==> src/rtl/pfx_scan_pkg.sv <==
package pfx_scan_pkg;

  localparam int SZW = 4;

  localparam logic [7:0] VEX_LONG_LEAD  = 8'hC4;
  localparam logic [7:0] VEX_SHORT_LEAD = 8'hC5;
  localparam logic [7:0] ASZ_BYTE       = 8'h67;
  localparam logic [7:0] OSZ_BYTE       = 8'h66;
  localparam logic [SZW-1:0] OPND_DEF   = 4'd4;

  typedef enum logic [3:0] {
    ST_IDLE, ST_LEG, ST_REXD, ST_VEX1, ST_VEX2, ST_OPC,
    ST_DONE, ST_TRUNC, ST_EXCESS
  } scan_st_e;

  function automatic logic is_legacy(input logic [7:0] b);
    case (b)
      8'h26, 8'h2E, 8'h36, 8'h3E, 8'h64, 8'h65,
      8'h66, 8'h67, 8'hF0, 8'hF2, 8'hF3: return 1'b1;
      default: return 1'b0;
    endcase
  endfunction

  function automatic logic is_rex(input logic [7:0] b, input logic m64);
    return m64 && (b[7:4] == 4'h4);
  endfunction

  function automatic logic is_vex_lead(input logic [7:0] b);
    return (b == VEX_LONG_LEAD) || (b == VEX_SHORT_LEAD);
  endfunction

  function automatic logic mod_is_reg(input logic [7:0] b);
    return b[7:6] == 2'b11;
  endfunction

  function automatic logic [SZW-1:0] addr_default(input logic m64);
    return m64 ? 4'd8 : 4'd4;
  endfunction

  // 8 <-> 4 in 64-bit mode, 4 <-> 2 otherwise
  function automatic logic [SZW-1:0] addr_flip(input logic [SZW-1:0] a, input logic m64);
    return m64 ? (a ^ 4'd12) : (a ^ 4'd6);
  endfunction

  function automatic logic [SZW-1:0] opnd_flip(input logic [SZW-1:0] o);
    return o ^ 4'd6;
  endfunction

endpackage

==> src/rtl/pfx_slot_store.sv <==
module pfx_slot_store #(
  parameter int NSLOT = 4,
  localparam int CW = $clog2(NSLOT + 1),
  localparam int LAST = NSLOT - 1
) (
  input  logic              clk,
  input  logic              rst,
  input  logic              clr,
  input  logic              take,
  input  logic [7:0]        din,
  output logic              hit,
  output logic              full,
  output logic [CW-1:0]     cnt,
  output logic [7:0]        last_byte,
  output logic [NSLOT*8-1:0] slots
);

  logic [7:0] raw [NSLOT];
  logic [7:0] fixed [NSLOT];
  logic [NSLOT-1:0] match;

  genvar g;
  generate
    for (g = 0; g < NSLOT; g++) begin : g_cmp
      assign match[g] = (cnt > CW'(g)) && (raw[g] == din);
      assign slots[8*g +: 8] = fixed[g];
    end
  endgenerate

  assign hit  = |match;
  assign full = (cnt == CW'(NSLOT));

  wire store = take && !hit && !full;

  always_ff @(posedge clk) begin
    if (rst || clr) begin
      for (int i = 0; i < NSLOT; i++) raw[i] <= 8'h00;
      cnt       <= '0;
      last_byte <= 8'h00;
    end else if (take) begin
      last_byte <= din;
      if (store) begin
        for (int i = 0; i < NSLOT; i++)
          if (cnt == CW'(i)) raw[i] <= din;
        cnt <= cnt + 1'b1;
      end
    end
  end

  // Move the most recent prefix into the top slot
  always_comb begin
    for (int i = 0; i < NSLOT; i++) fixed[i] = raw[i];
    if (last_byte != 8'h00 && last_byte != raw[LAST]) begin
      if (raw[LAST] != 8'h00)
        for (int i = 0; i < NSLOT; i++)
          if (raw[i] == last_byte) fixed[i] = raw[LAST];
      fixed[LAST] = last_byte;
    end
  end

endmodule

==> src/rtl/pfx_size_track.sv <==
module pfx_size_track import pfx_scan_pkg::*; (
  input  logic           clk,
  input  logic           rst,
  input  logic           clr,
  input  logic           mode_in,
  input  logic           flip_addr,
  input  logic           flip_opnd,
  input  logic           force_wide,
  output logic [SZW-1:0] addr_size,
  output logic [SZW-1:0] opnd_size
);

  logic mode_q;

  always_ff @(posedge clk) begin
    if (rst) begin
      mode_q    <= 1'b0;
      addr_size <= 4'd4;
      opnd_size <= OPND_DEF;
    end else if (clr) begin
      mode_q    <= mode_in;
      addr_size <= addr_default(mode_in);
      opnd_size <= OPND_DEF;
    end else begin
      if (flip_addr) addr_size <= addr_flip(addr_size, mode_q);
      if (force_wide) opnd_size <= 4'd8;
      else if (flip_opnd) opnd_size <= opnd_flip(opnd_size);
    end
  end

endmodule

==> src/rtl/pfx_ext_capture.sv <==
module pfx_ext_capture import pfx_scan_pkg::*; (
  input  logic        clk,
  input  logic        rst,
  input  logic        clr,
  input  logic        rex_we,
  input  logic        lead_we,
  input  logic        v1_we,
  input  logic        v2_we,
  input  logic [7:0]  din,
  output logic        rex_seen,
  output logic [7:0]  rex_byte,
  output logic [7:0]  lead_raw,
  output logic [1:0]  vex_len,
  output logic [23:0] vex_bytes
);

  logic [7:0] v1_q, v2_q;

  always_ff @(posedge clk) begin
    if (rst || clr) begin
      rex_seen <= 1'b0;
      rex_byte <= 8'h00;
      lead_raw <= 8'h00;
      v1_q     <= 8'h00;
      v2_q     <= 8'h00;
      vex_len  <= 2'd0;
    end else begin
      if (rex_we) begin
        rex_seen <= 1'b1;
        rex_byte <= din;
      end
      if (lead_we) lead_raw <= din;
      if (v1_we) begin
        v1_q <= din;
        if (lead_raw == VEX_SHORT_LEAD) begin
          v2_q    <= din & 8'h7F;
          vex_len <= 2'd2;
        end
      end
      if (v2_we) begin
        v2_q    <= din;
        vex_len <= 2'd3;
      end
    end
  end

  assign vex_bytes = (vex_len == 2'd0) ? 24'h0 : {v2_q, v1_q, lead_raw};

endmodule

==> src/rtl/pfx_scan.sv <==
module pfx_scan import pfx_scan_pkg::*; #(
  parameter int NSLOT = 4,
  localparam int CW = $clog2(NSLOT + 1)
) (
  input  logic               clk,
  input  logic               rst,
  input  logic               start,
  input  logic               mode64,
  input  logic               in_valid,
  input  logic [7:0]         in_data,
  input  logic               in_last,
  output logic               in_ready,
  output logic               done,
  output logic               trunc_err,
  output logic               excess_err,
  output logic [7:0]         opcode,
  output logic [NSLOT*8-1:0] pfx_slots,
  output logic [CW-1:0]      pfx_cnt,
  output logic [7:0]         last_pfx,
  output logic [SZW-1:0]     addr_size,
  output logic [SZW-1:0]     opnd_size,
  output logic               rex_seen,
  output logic [7:0]         rex_byte,
  output logic [1:0]         vex_len,
  output logic [23:0]        vex_bytes
);

  scan_st_e st_q, st_d;
  logic m64_q;
  logic [7:0] opc_q;
  logic base_ready;
  logic hit, full;
  logic [7:0] lead_raw;

  always_comb begin
    case (st_q)
      ST_LEG, ST_REXD, ST_VEX2, ST_OPC: base_ready = 1'b1;
      ST_VEX1: base_ready = m64_q || mod_is_reg(in_data);
      default: base_ready = 1'b0;
    endcase
  end

  assign in_ready = base_ready && !start;
  wire take = in_valid && in_ready;

  // byte classes in the lead-in phases
  wire pfx_phase = (st_q == ST_LEG);
  wire lead_phase = (st_q == ST_LEG) || (st_q == ST_REXD);
  wire cls_leg = pfx_phase && is_legacy(in_data);
  wire cls_rex = pfx_phase && !cls_leg && is_rex(in_data, m64_q);
  wire cls_vex = lead_phase && is_vex_lead(in_data);
  wire cls_op  = lead_phase && !cls_leg && !cls_rex && !cls_vex;

  // named events
  wire pfx_take   = take && cls_leg;
  wire dup_take   = pfx_take && hit;
  wire new_pfx    = pfx_take && !hit && !full;
  wire over_pfx   = pfx_take && !hit && full;
  wire rex_take   = take && cls_rex;
  wire lead_take  = take && cls_vex;
  wire lone_lead  = lead_take && !m64_q && in_last;
  wire vex_reject = (st_q == ST_VEX1) && !m64_q && in_valid && !start && !mod_is_reg(in_data);
  wire v1_take    = take && (st_q == ST_VEX1);
  wire v2_take    = take && (st_q == ST_VEX2);
  wire op_take    = take && (cls_op || st_q == ST_OPC);
  wire opc_we     = op_take || lone_lead || vex_reject;
  wire wide_req   = (rex_take && in_data[3]) || (v2_take && m64_q && in_data[7]);

  always_comb begin
    st_d = st_q;
    if (start) st_d = ST_LEG;
    else begin
      case (st_q)
        ST_LEG, ST_REXD: if (take) begin
          if (cls_leg)      st_d = over_pfx ? ST_EXCESS : (in_last ? ST_TRUNC : ST_LEG);
          else if (cls_rex) st_d = in_last ? ST_TRUNC : ST_REXD;
          else if (cls_vex) st_d = !in_last ? ST_VEX1 : (m64_q ? ST_TRUNC : ST_DONE);
          else              st_d = ST_DONE;
        end
        ST_VEX1: begin
          if (vex_reject) st_d = ST_DONE;
          else if (take)
            st_d = in_last ? ST_TRUNC : ((lead_raw == VEX_LONG_LEAD) ? ST_VEX2 : ST_OPC);
        end
        ST_VEX2: if (take) st_d = in_last ? ST_TRUNC : ST_OPC;
        ST_OPC:  if (take) st_d = ST_DONE;
        default: ;
      endcase
    end
  end

  always_ff @(posedge clk) begin
    if (rst) begin
      st_q  <= ST_IDLE;
      m64_q <= 1'b0;
      opc_q <= 8'h00;
    end else begin
      st_q <= st_d;
      if (start) begin
        m64_q <= mode64;
        opc_q <= 8'h00;
      end else if (opc_we) begin
        opc_q <= vex_reject ? lead_raw : in_data;
      end
    end
  end

  pfx_slot_store #(.NSLOT(NSLOT)) u_store (
    .clk(clk), .rst(rst), .clr(start), .take(pfx_take), .din(in_data),
    .hit(hit), .full(full), .cnt(pfx_cnt), .last_byte(last_pfx), .slots(pfx_slots)
  );

  pfx_size_track u_size (
    .clk(clk), .rst(rst), .clr(start), .mode_in(mode64),
    .flip_addr(new_pfx && in_data == ASZ_BYTE),
    .flip_opnd(new_pfx && in_data == OSZ_BYTE),
    .force_wide(wide_req),
    .addr_size(addr_size), .opnd_size(opnd_size)
  );

  pfx_ext_capture u_ext (
    .clk(clk), .rst(rst), .clr(start), .rex_we(rex_take), .lead_we(lead_take),
    .v1_we(v1_take), .v2_we(v2_take), .din(in_data),
    .rex_seen(rex_seen), .rex_byte(rex_byte), .lead_raw(lead_raw),
    .vex_len(vex_len), .vex_bytes(vex_bytes)
  );

  assign done       = (st_q == ST_DONE);
  assign trunc_err  = (st_q == ST_TRUNC);
  assign excess_err = (st_q == ST_EXCESS);
  assign opcode     = opc_q;

endmodule

==> config.mk <==
export PLATFORM = sky130hd
export DESIGN_NAME = pfx_scan
export DESIGN_NICKNAME = d
export VERILOG_FILES = /design/src/rtl/pfx_scan_pkg.sv /design/src/rtl/pfx_slot_store.sv /design/src/rtl/pfx_size_track.sv /design/src/rtl/pfx_ext_capture.sv /design/src/rtl/pfx_scan.sv
export SDC_FILE = /design/constraint.sdc
export NUM_CORES = 1
export LEC_CHECK = 0
export BUFFER_PORTS_ARGS = -buffer_cell sky130_fd_sc_hd__buf_4
export CAP_MARGIN = 20
export CORE_MARGIN = 3
export CORE_UTILIZATION = 51
export DETAILED_ROUTE_END_ITERATION = 6
export PLACE_DENSITY = 0.73
export SYNTH_ARGS = -nofsm -noshare
export SYNTH_HDL_FRONTEND = slang
export SYNTH_HIERARCHICAL = 1
export SYNTH_SLANG_ARGS = --single-unit
==> constraint.sdc <==
create_clock -name clk -period 2.75 [get_ports clk]
set_input_delay 0.4125 -clock clk [delete_from_list [all_inputs] [get_ports clk]]
set_output_delay 0.4125 -clock clk [all_outputs]
set_load 0.05 [all_outputs]
---- Yosys cells after proc, flatten, opt, wreduce, memory -nomap -nowiden ----
Memory sizes are Yosys's and may differ from the RTL's.
Index checks and enable logic that the tools add are counted.
word-level totals
  flip-flop bits (word level) ............. 66
  memory bits (writable) .................. 32
  input bits .............................. 14
  output and inout bits ................... 98
  word-level logic and storage cells ...... 217
  memories kept ........................... 1
memory list
  name         words  bits a word  rd ports  clocked after memory_dff  write ports  RTL line              text
  u_store.raw  4      8            4         0                         4            pfx_slot_store.sv:18  logic [7:0] raw [NSLOT];
cells by class
  add/sub/neg operators ................... 1
  order comparisons ....................... 4
  eq/ne operators ......................... 46
  mux-type cells .......................... 65
  bitwise logic cells ..................... 7
  reductions and logical operators ........ 74
operator list
  cell                                           number
  two-way mux 8 bit                              11
  two-way mux 32 bit                             2
  == test 8 bit                                  7
  == test 8 bit, second input constant           7
  two-way mux 4 bit                              12
  logical AND 1 bit                              35
  == test 8 x 6 -> 1 bit, second input constant  4
  == test 8 x 7 -> 1 bit, second input constant  4
  two-way mux 1 bit                              26
  two-way mux 24 bit                             1
  == test 4 x 3 -> 1 bit, second input constant  5
  two-way mux 3 bit                              6
  one-hot mux 4 bit (4 select lines)             1
  nonzero test 8 bit                             2
  inequality test 3 bit, second input constant   4
  OR reduction 11 bit                            1
  two-way mux 2 bit                              5
  AND reduction 5 bit                            2
  nonzero test 2 bit                             5
  == test 4 x 2 -> 1 bit, second input constant  2
  zero test 1 bit                                8
  logical OR 1 bit                               8
  inequality test 2 bit, second input constant   4
  inequality test 8 bit                          1
  other kinds (21)                               34

---- Logic depth before layout (Yosys ltp) ----
Gate-level depths: netlist of run 1.
  depth in word-level cells ............... 14
  depth in mapped cells ................... 15
  gate-level depth less buffers ........... 14

---- Hierarchy ----
The synthesis of run 1 kept the hierarchy.
by module, submodules not included
  module           instances  cells each  area each (um2)  seq. area each (um2)
  pfx_slot_store   1          295         3103.0           1181.1
  pfx_ext_capture  1          176         1621.6           700.7
  pfx_scan         1          139         1186.1           260.2
  pfx_size_track   1          30          297.8            140.1

---- Least setup slack after synthesis of run 1 ----
Ideal clock, no wire load.
  kind .................................... register -> register
  start point ............................. register u_store.cnt[2]
  end point ............................... register u_size.addr_size[3]
  setup time .............................. 0.117 ns
  arrival ................................. 2.930 ns
  data required time ...................... 2.633 ns
  slack ................................... -0.297 ns
  stages on the path, launching flop included .. 15
  buffers on the path ..................... 2
  clock period less this slack ............ 3.047 ns
  cell sequence ........................... dfxtp_1 > inv_1 > clkbuf_1 > ha_1 > or4_4 > and4_4 > buf_6 > inv_6 > nor2_1 > nand4_1 > nor2_1 > and3_1 > a21o_1 > a21oi_1 > nor3_2
between the ends
  cells in the longest elaborated chain, start to end .. 9
  elaborated cells between the ends (all ways) .. 17
  those cells by class .................... order compare: 4; eq/ne: 1; reduce/logical: 12
ends and longest elaborated chain
  element                                                                            RTL line              text
  start: declaration                                                                 pfx_slot_store.sv:13  output logic [CW-1:0] cnt,
  start signal: assignment                                                           pfx_slot_store.sv:45  cnt <= cnt + 1'b1;
  > comparator 3 x 1 -> 1 bit / > comparator 3 x 2 -> 1 bit (equally long branches)  pfx_slot_store.sv:25  assign match[g] = (cnt > CW'(g)) && (raw[g] == din);
  logical AND 1 bit                                                                  pfx_slot_store.sv:25
  OR reduction 4 bit *                                                               pfx_slot_store.sv:30  assign hit = |match;
  named net hit                                                                      pfx_scan.sv:32        logic hit, full;
  zero test 1 bit *                                                                  pfx_scan.sv:57        wire new_pfx = pfx_take && !hit && !full;
  logical AND 1 bit * (2 in series)                                                  pfx_scan.sv:57
  logical AND 1 bit *                                                                pfx_scan.sv:115       .flip_addr(new_pfx && in_data == ASZ_BYTE),
  nonzero test 2 bit (no line) *                                                     --
  AND reduction 2 bit (no line) *                                                    --
  end signal: assignment                                                             pfx_size_track.sv:22  addr_size <= addr_default(mode_in);
  end signal: assignment                                                             pfx_size_track.sv:25  if (flip_addr) addr_size <= addr_flip(addr_size, mode_q);
  end: declaration                                                                   pfx_size_track.sv:9   output logic [SZW-1:0] addr_size,
Mark *: on every way through the listed nets, which the timed path passes. The rest lies on a longest branch.
A chain may end at the register's enable or synchronous reset.

==> results of run 1 <==
area by class of cell:
| class | count | area, µm² | share of cell area [%] |
|---|---|---|---|
| tap | 143 | 179 | 2.34 |
| multi-input combinational | 475 | 3550 | 46.4 |
| sequential | 98 | 2290 | 29.9 |
| clock buffer | 10 | 239 | 3.12 |
| timing repair buffer | 170 | 1300 | 17.0 |
| clock inverter | 6 | 50.0 | 0.654 |
| inverter | 10 | 42.5 | 0.556 |
final timing paths:
| path | start | to | slack, ps | depth (start not counted) |
|---|---|---|---|---|
| setup / recovery | u_store/raw[3][3]$_SDFFCE_PN0P_ | pfx_slots[11] | 80 | 8 |
| hold / removal | mode64 | m64_q$_SDFFE_PP0P_ | 330 | 3 |
| setup reg to reg | u_store/raw[3][0]$_SDFFCE_PN0P_ | u_size/addr_size[3]$_SDFFE_PP0P_ | 90 | 13 |
| hold reg to reg | u_size/opnd_size[3]$_SDFFE_PP0P_ | u_size/opnd_size[3]$_SDFFE_PP0P_ | 470 | 1 |
stage by stage:
stage / worst slack [ps] / setup TNS, ps / instances / util [%]
floorplan: -127 / -2040 / 641 / -
global placement: 149 / 0 / 887 / 62.3
detailed placement: 83.9 / 0 / 887 / 62.3
CTS: 28.5 / 0 / 909 / 65.2
global route: -14.5 / -56.1 / 912 / 65.6
finish: 77.8 / 0 / 912 / 65.6
cells in the mapped netlist (9+ instances only):
cell type / n
a21oi_1: 11
buf_2: 27
buf_6: 11
clkbuf_1: 10
dfxtp_1: 66
edfxtp_1: 32
inv_1: 9
mux2_2: 32
mux2i_1: 41
nand2_1: 23
nand3_1: 15
nand4_1: 17
nor2_1: 76
nor2b_1: 28
nor3_1: 10
nor4_1: 9
nor4b_1: 11
o211ai_1: 9
o21ai_0: 16
xnor2_1: 45
xor2_1: 21
report_power, final:
| part | switching (W) | internal, W |
|---|---|---|
| Clock | 0.000582 | 0.000649 |
| Sequential | 0.0000398 | 0.00152 |
| Combinational | 0.000299 | 0.000166 |
| Total | 0.000921 | 0.00233 |
worst max-delay path, cell delays in order, from the launching register on:
cell and delay [ps]:
edfxtp_1 500, xnor2_1 180, nand4_1 110, o21ai_2 70
a21o_4 220, nor3_4 150, buf_4 160, mux2_2 330
buf_4 190
registers in the layout (all words and copies together) (netlist names):
signal,count
u_store/last_byte,8
u_size/opnd_size,3
u_ext/lead_raw,8
st_q,4
u_ext/rex_byte,8
u_store/raw,32
u_size/addr_size,3
u_ext/vex_len,2
u_ext/v2_q,8
opcode,8
m64_q,1
u_ext/v1_q,8
u_store/cnt,3
u_size/mode_q,1
u_ext/rex_seen,1
per-layer routing:
metal  track usage (%)  vias to the layer above  wire length, µm
li1                  -                     2519                -
met1              37.9                     2610             8130
met2              43.9                      294             8630
met3              6.74                       31             1690
met4              7.50                        0              290
met5                 0                        -                0
repair_timing:
action / in CTS / in global routing
setup endpoints to repair: 24 / 24
buffers inserted: 6 / 3
pin swaps: 3 / 1
cloned: 0 / 0
gates resized for setup: 1 / 7
logic make-up after synthesis:
logic type / count (synthesis)
AOI/OAI and AO/OA: 84
xor gates and xnor gates: 69
adders and majority gates: 5
buffers and inverters: 68
DFF: 98
muxes: 73
other: 1
and+or+nand+nor: 242
==> results.sh, run 1 <==
export IMPL_yosysUniqueCellTypes=74
export IMPL_via_per_inst=5.98
export IMPL_synth_seq_cells=98
export IMPL_hold_path_class="input port to register"
export IMPL_cp_end_kind="output pin"
export IMPL_synth_fa_ha_area_share_pct=1.01
export IMPL_coreArea_um2=11700
export IMPL_antenna_cells=0
export IMPL_dieArea_um2=13500
export IMPL_finalClockSkew_ps=7.27
export IMPL_cts_sinks=98
export IMPL_final_cell_area_um2=7650
export IMPL_cts_tree="done"
export IMPL_ys_warn_count=6
export IMPL_routedWlPerCell_um=20.5
export IMPL_synth_main_ff_cell="dfxtp_1"
export IMPL_fp_dieW_um=116
export IMPL_status="complete, no violations"
export IMPL_areaGrowthSynthToFinish_pct=23.3
export IMPL_slew_headroom_pct=57.7
export IMPL_start_util_pct=53.2
export IMPL_drc=0
export IMPL_critical_path_required_ps=2340
export IMPL_rsz0062_at_grt="yes"
export IMPL_cellPowerDensity_nw_per_um2=425
export IMPL_leakage_nw=3.03
export IMPL_crit_type="register to output pin"
export IMPL_place_area_um2=7260
export IMPL_dr_pass1_iters=5
export IMPL_cts_root_buf="clkbuf_16"
export IMPL_ys_async_sr_fraction_pct=0
export IMPL_clockBufferDepth=2
export IMPL_dr_total_vias=5454
export IMPL_rows=39
export IMPL_synthSimpleGateAreaFrac_pct=23.2
export IMPL_layout_cells_most_common_list="buf_4, nor2_1, dfxtp_1, xnor2_1, mux2i_1"
export IMPL_io_pins=112
export IMPL_hold_buffers=0
export IMPL_grt_max_degree=26
export IMPL_irDropWorstVdd_uv=370
export IMPL_crit_fanout=3
export IMPL_overflow=0
export IMPL_start_kind="register"
export IMPL_final_common_cell="buf_4"
export IMPL_portBuffers=109
export IMPL_fin_crit_ps=2670
export IMPL_synth_edf_count=32
export IMPL_drtIter0Drc=444
export IMPL_routed_wl_um=18700
export IMPL_clkTransAtPathRegs_ps=70
export IMPL_die_h_um=116
export IMPL_dpl_hpwl_um=13700
export IMPL_cts_buffers=9
export IMPL_yosys_mux_area_fraction_pct=12.4
export IMPL_grt_pass1_vias=5321
export IMPL_place_gp_congestion=0.976
export IMPL_synth_compound_area_share_pct=10.0
export IMPL_synth_cells=640
export IMPL_syn_area_um2=6210
export IMPL_tightest_slew_ps=630
export IMPL_setup_viol=0
export IMPL_avgSynthCellArea_um2=9.70
export IMPL_synth_top_area_cell="dfxtp_1"
export IMPL_synthXorXnorAreaFrac_pct=10.1
export IMPL_timing_hold_ws_ps=326
export IMPL_clk_latency_ps=360
export IMPL_fillers=913
export IMPL_arrival_ps=2260
export IMPL_seq_area_frac_synth_pct=36.8
export IMPL_fmaxAchievable_mhz=374
export IMPL_grt_usage_pct=27.7
export IMPL_grt_first_pass_wirelength_um=28900
export IMPL_post_synth_top_area_fraction_pct=21.3
export IMPL_antenna_found_initial=0
export IMPL_cts_max_level=3
export IMPL_drive_gt1_share_pct=34.1
export IMPL_max_cap_violations=0
export IMPL_hold_violations=0
export IMPL_power_w=0.00325
export IMPL_ant_nets=0
export IMPL_synth_top_family_by_area="simple AND/OR/NAND/NOR gates"
export IMPL_drv_slew=0
export IMPL_synthTopCellsByArea="dfxtp_1, edfxtp_1, mux2i_1, xnor2_1, mux2_2"
export IMPL_period_share_pct=97.2
export IMPL_final_nets=783
Note: power is estimated with default switching activity, not from simulation.
==> run 2: changes to the inputs <==
CORE_UTILIZATION = 50   (was 51)
SYNTH_HIERARCHICAL = not set   (was 1)
==> run 2 against run 1 <==
Net effect: the flow now finishes with violations (setup timing); worst setup slack worse by 86 ps; worst hold slack worse by 100 ps; non-clock buffer count is 21 lower; critical endpoint is now pfx_slots[16].
==> results.sh, run 2 <==
export IMPL_leakage_nw=3.21
export IMPL_start_util_pct=52.7
export IMPL_synthTopCellsByArea="dfxtp_1, edfxtp_1, xor2_1, mux2_2, nor2_1"
export IMPL_violations="setup timing"
export IMPL_tightest_slew_ps=826
export IMPL_crit_fanout=8
export IMPL_period_share_pct=100
export IMPL_hold_buffers=0
export IMPL_timing_hold_ws_ps=222
export IMPL_finalNonFillerCells=865
export IMPL_grt_usage_pct=26.3
export IMPL_largest_reg_flops=32
export IMPL_synth_most_common_cell="nor2_1"
export IMPL_cts_max_level=3
export IMPL_finalClockSkew_ps=16.7
export IMPL_post_synth_top_area_fraction_pct=23.4
export IMPL_synth_seq_cells=97
export IMPL_drc=0
export IMPL_arrival_ps=2350
export IMPL_fin_crit_ps=2760
export IMPL_grt_pass1_vias=4922
export IMPL_portBuffers=109
export IMPL_synthTopCellsByCount="nor2_1, dfxtp_1, xor2_1"
export IMPL_timing_critical_path_from="u_store.raw[2][7]$_SDFFCE_PN0P_"
export IMPL_place_gp_congestion=0.922
export IMPL_rsz0062_at_grt="yes"
export IMPL_antenna_cells=0
export IMPL_final_setup_worst_slack_ps=-7.87
export IMPL_syn_area_um2=5560
export IMPL_grt_max_degree=42
export IMPL_seq_area_frac_synth_pct=40.7
export IMPL_hold_path_class="input port to register"
export IMPL_routedWlPerCell_um=19.3
export IMPL_final_nets=743
export IMPL_fp_dieW_um=111
export IMPL_avgSynthCellArea_um2=8.99
export IMPL_synth_cells=618
export IMPL_clk_latency_ps=370
export IMPL_yosysUniqueCellTypes=56
export IMPL_fillers=849
export IMPL_routed_wl_um=16700
export IMPL_multiInputGateArea_um2=3170
export IMPL_cts_tree="done"
export IMPL_crit_type="register to output pin"
export IMPL_io_pins=112
export IMPL_placed_cells=845
export IMPL_hp_start="rst"
export IMPL_synth_main_ff_cell="dfxtp_1"
export IMPL_layout_cells_most_common_list="buf_4, nor2_1, dfxtp_1, xor2_1, nand2_1"
export IMPL_cp_end_kind="output pin"
export IMPL_status="finished, violations left"
export IMPL_cts_root_buf="clkbuf_8"
export IMPL_die_h_um=111
export IMPL_antenna_found_initial=0
export IMPL_max_cap_violations=0
export IMPL_coreArea_um2=10600
export IMPL_cellPowerDensity_nw_per_um2=408
export IMPL_max_flop_register="u_store.raw"
export IMPL_cts_sinks=97
export IMPL_dr_total_vias=4993
export IMPL_slew_headroom_pct=45.0
export IMPL_ant_nets=0
export IMPL_fmaxAchievable_mhz=363
export IMPL_overflow=0
export IMPL_critical_path_required_ps=2340
export IMPL_clockBufferDepth=2
export IMPL_ys_warn_count=0
export IMPL_start_kind="register"
export IMPL_cts_buffers=9
export IMPL_setup_viol=3
export IMPL_dpl_hpwl_um=11900
export IMPL_irDropWorstVdd_uv=256
export IMPL_synth_top_area_cell="dfxtp_1"
export IMPL_grt_first_pass_wirelength_um=26400
export IMPL_dr_pass1_iters=5
export IMPL_hold_violations=0
export IMPL_synth_edf_count=32
export IMPL_ff_latch_area_um2=2280
export IMPL_areaGrowthSynthToFinish_pct=27.1
export IMPL_rows=37
export IMPL_dieArea_um2=12400
export IMPL_ys_async_sr_fraction_pct=0
export IMPL_clkTransAtPathRegs_ps=100
export IMPL_power_w=0.00288
export IMPL_r2r_start="st_q[3]$_SDFFE_PP0P_"
export IMPL_via_per_inst=5.77
export IMPL_drive_gt1_share_pct=31.0
export IMPL_drtIter0Drc=410
export IMPL_drv_slew=0
export IMPL_setup_tns_ps=-8.04
export IMPL_final_common_cell="buf_4"
-- run 2: where the power goes --
group	total, W	internal, W	switching (W)	leakage, nW
Sequential	0.00153	0.00150	0.0000354	0.886
Combinational	0.000456	0.000167	0.000290	2.23
Clock	0.000895	0.000347	0.000548	0.0936
-- run 2: timing repair --
item	CTS	global route
gates resized for setup	4	58
setup endpoints to repair	24	74
gates cloned	0	0
pin swaps	0	4
setup buffers	0	4
-- run 2: final timing paths --
check / end / slack, ps / depth (start not counted)
worst max-delay path: pfx_slots[16] / -8 / 5
worst min-delay path: m64_q$_SDFFE_PP0P_ / 220 / 2
worst max register to register: u_size.addr_size[3]$_SDFFE_PP0P_ / 180 / 8
worst min register to register: u_ext.rex_byte[0]$_SDFFE_PP0N_ / 470 / 2
-- run 2: metrics by stage --
step,instance area [µm²],setup slack (ps),utilization [%]
after floorplan,5570,33.4,-
after global placement,6600,178,62.5
after detailed placement,6600,90.5,62.5
after CTS,6800,28.5,64.4
after global routing,7070,-106,67.0
final,7070,-7.87,67.0
-- run 2: cells by family (layout without fill, tap and decap cells) --
kind of cell	count (synthesis)	after routing	synth area share, %
xor+xnor	66	66	10.4
buf+inv	67	177	5.04
mux	58	58	11.1
compound gates	79	79	9.73
fa+ha+maj	5	5	1.13
simple gates	245	245	21.8
flops	97	97	40.7
other cells	1	2	0.0675
-- run 2: worst max-delay path: stages (launching register included) --
cell	delay, ps
edfxtp_1	500
xor2_1	190
nor4_1	530
nand3_4	240
mux2_4	360
buf_8	150
-- run 2: routing by layer --
metal | GRT usage, % | routed length, µm | vias up
met5 | 0 | 0 | -
met4 | 8.68 | 373 | 0
met3 | 4.51 | 1400 | 38
met2 | 43.5 | 8160 | 269
met1 | 35.2 | 6780 | 2350
li1 | - | - | 2336
-- run 2: area by class of cell --
type                       instances  share of cell area, %
timing repair buffer             149                   17.2
inverter                          12                  0.637
clock inverter                     7                  0.868
sequential                        97                   32.3
tap                              136                   2.41
multi-input combinational        455                   44.8
clock buffer                       9                   1.75
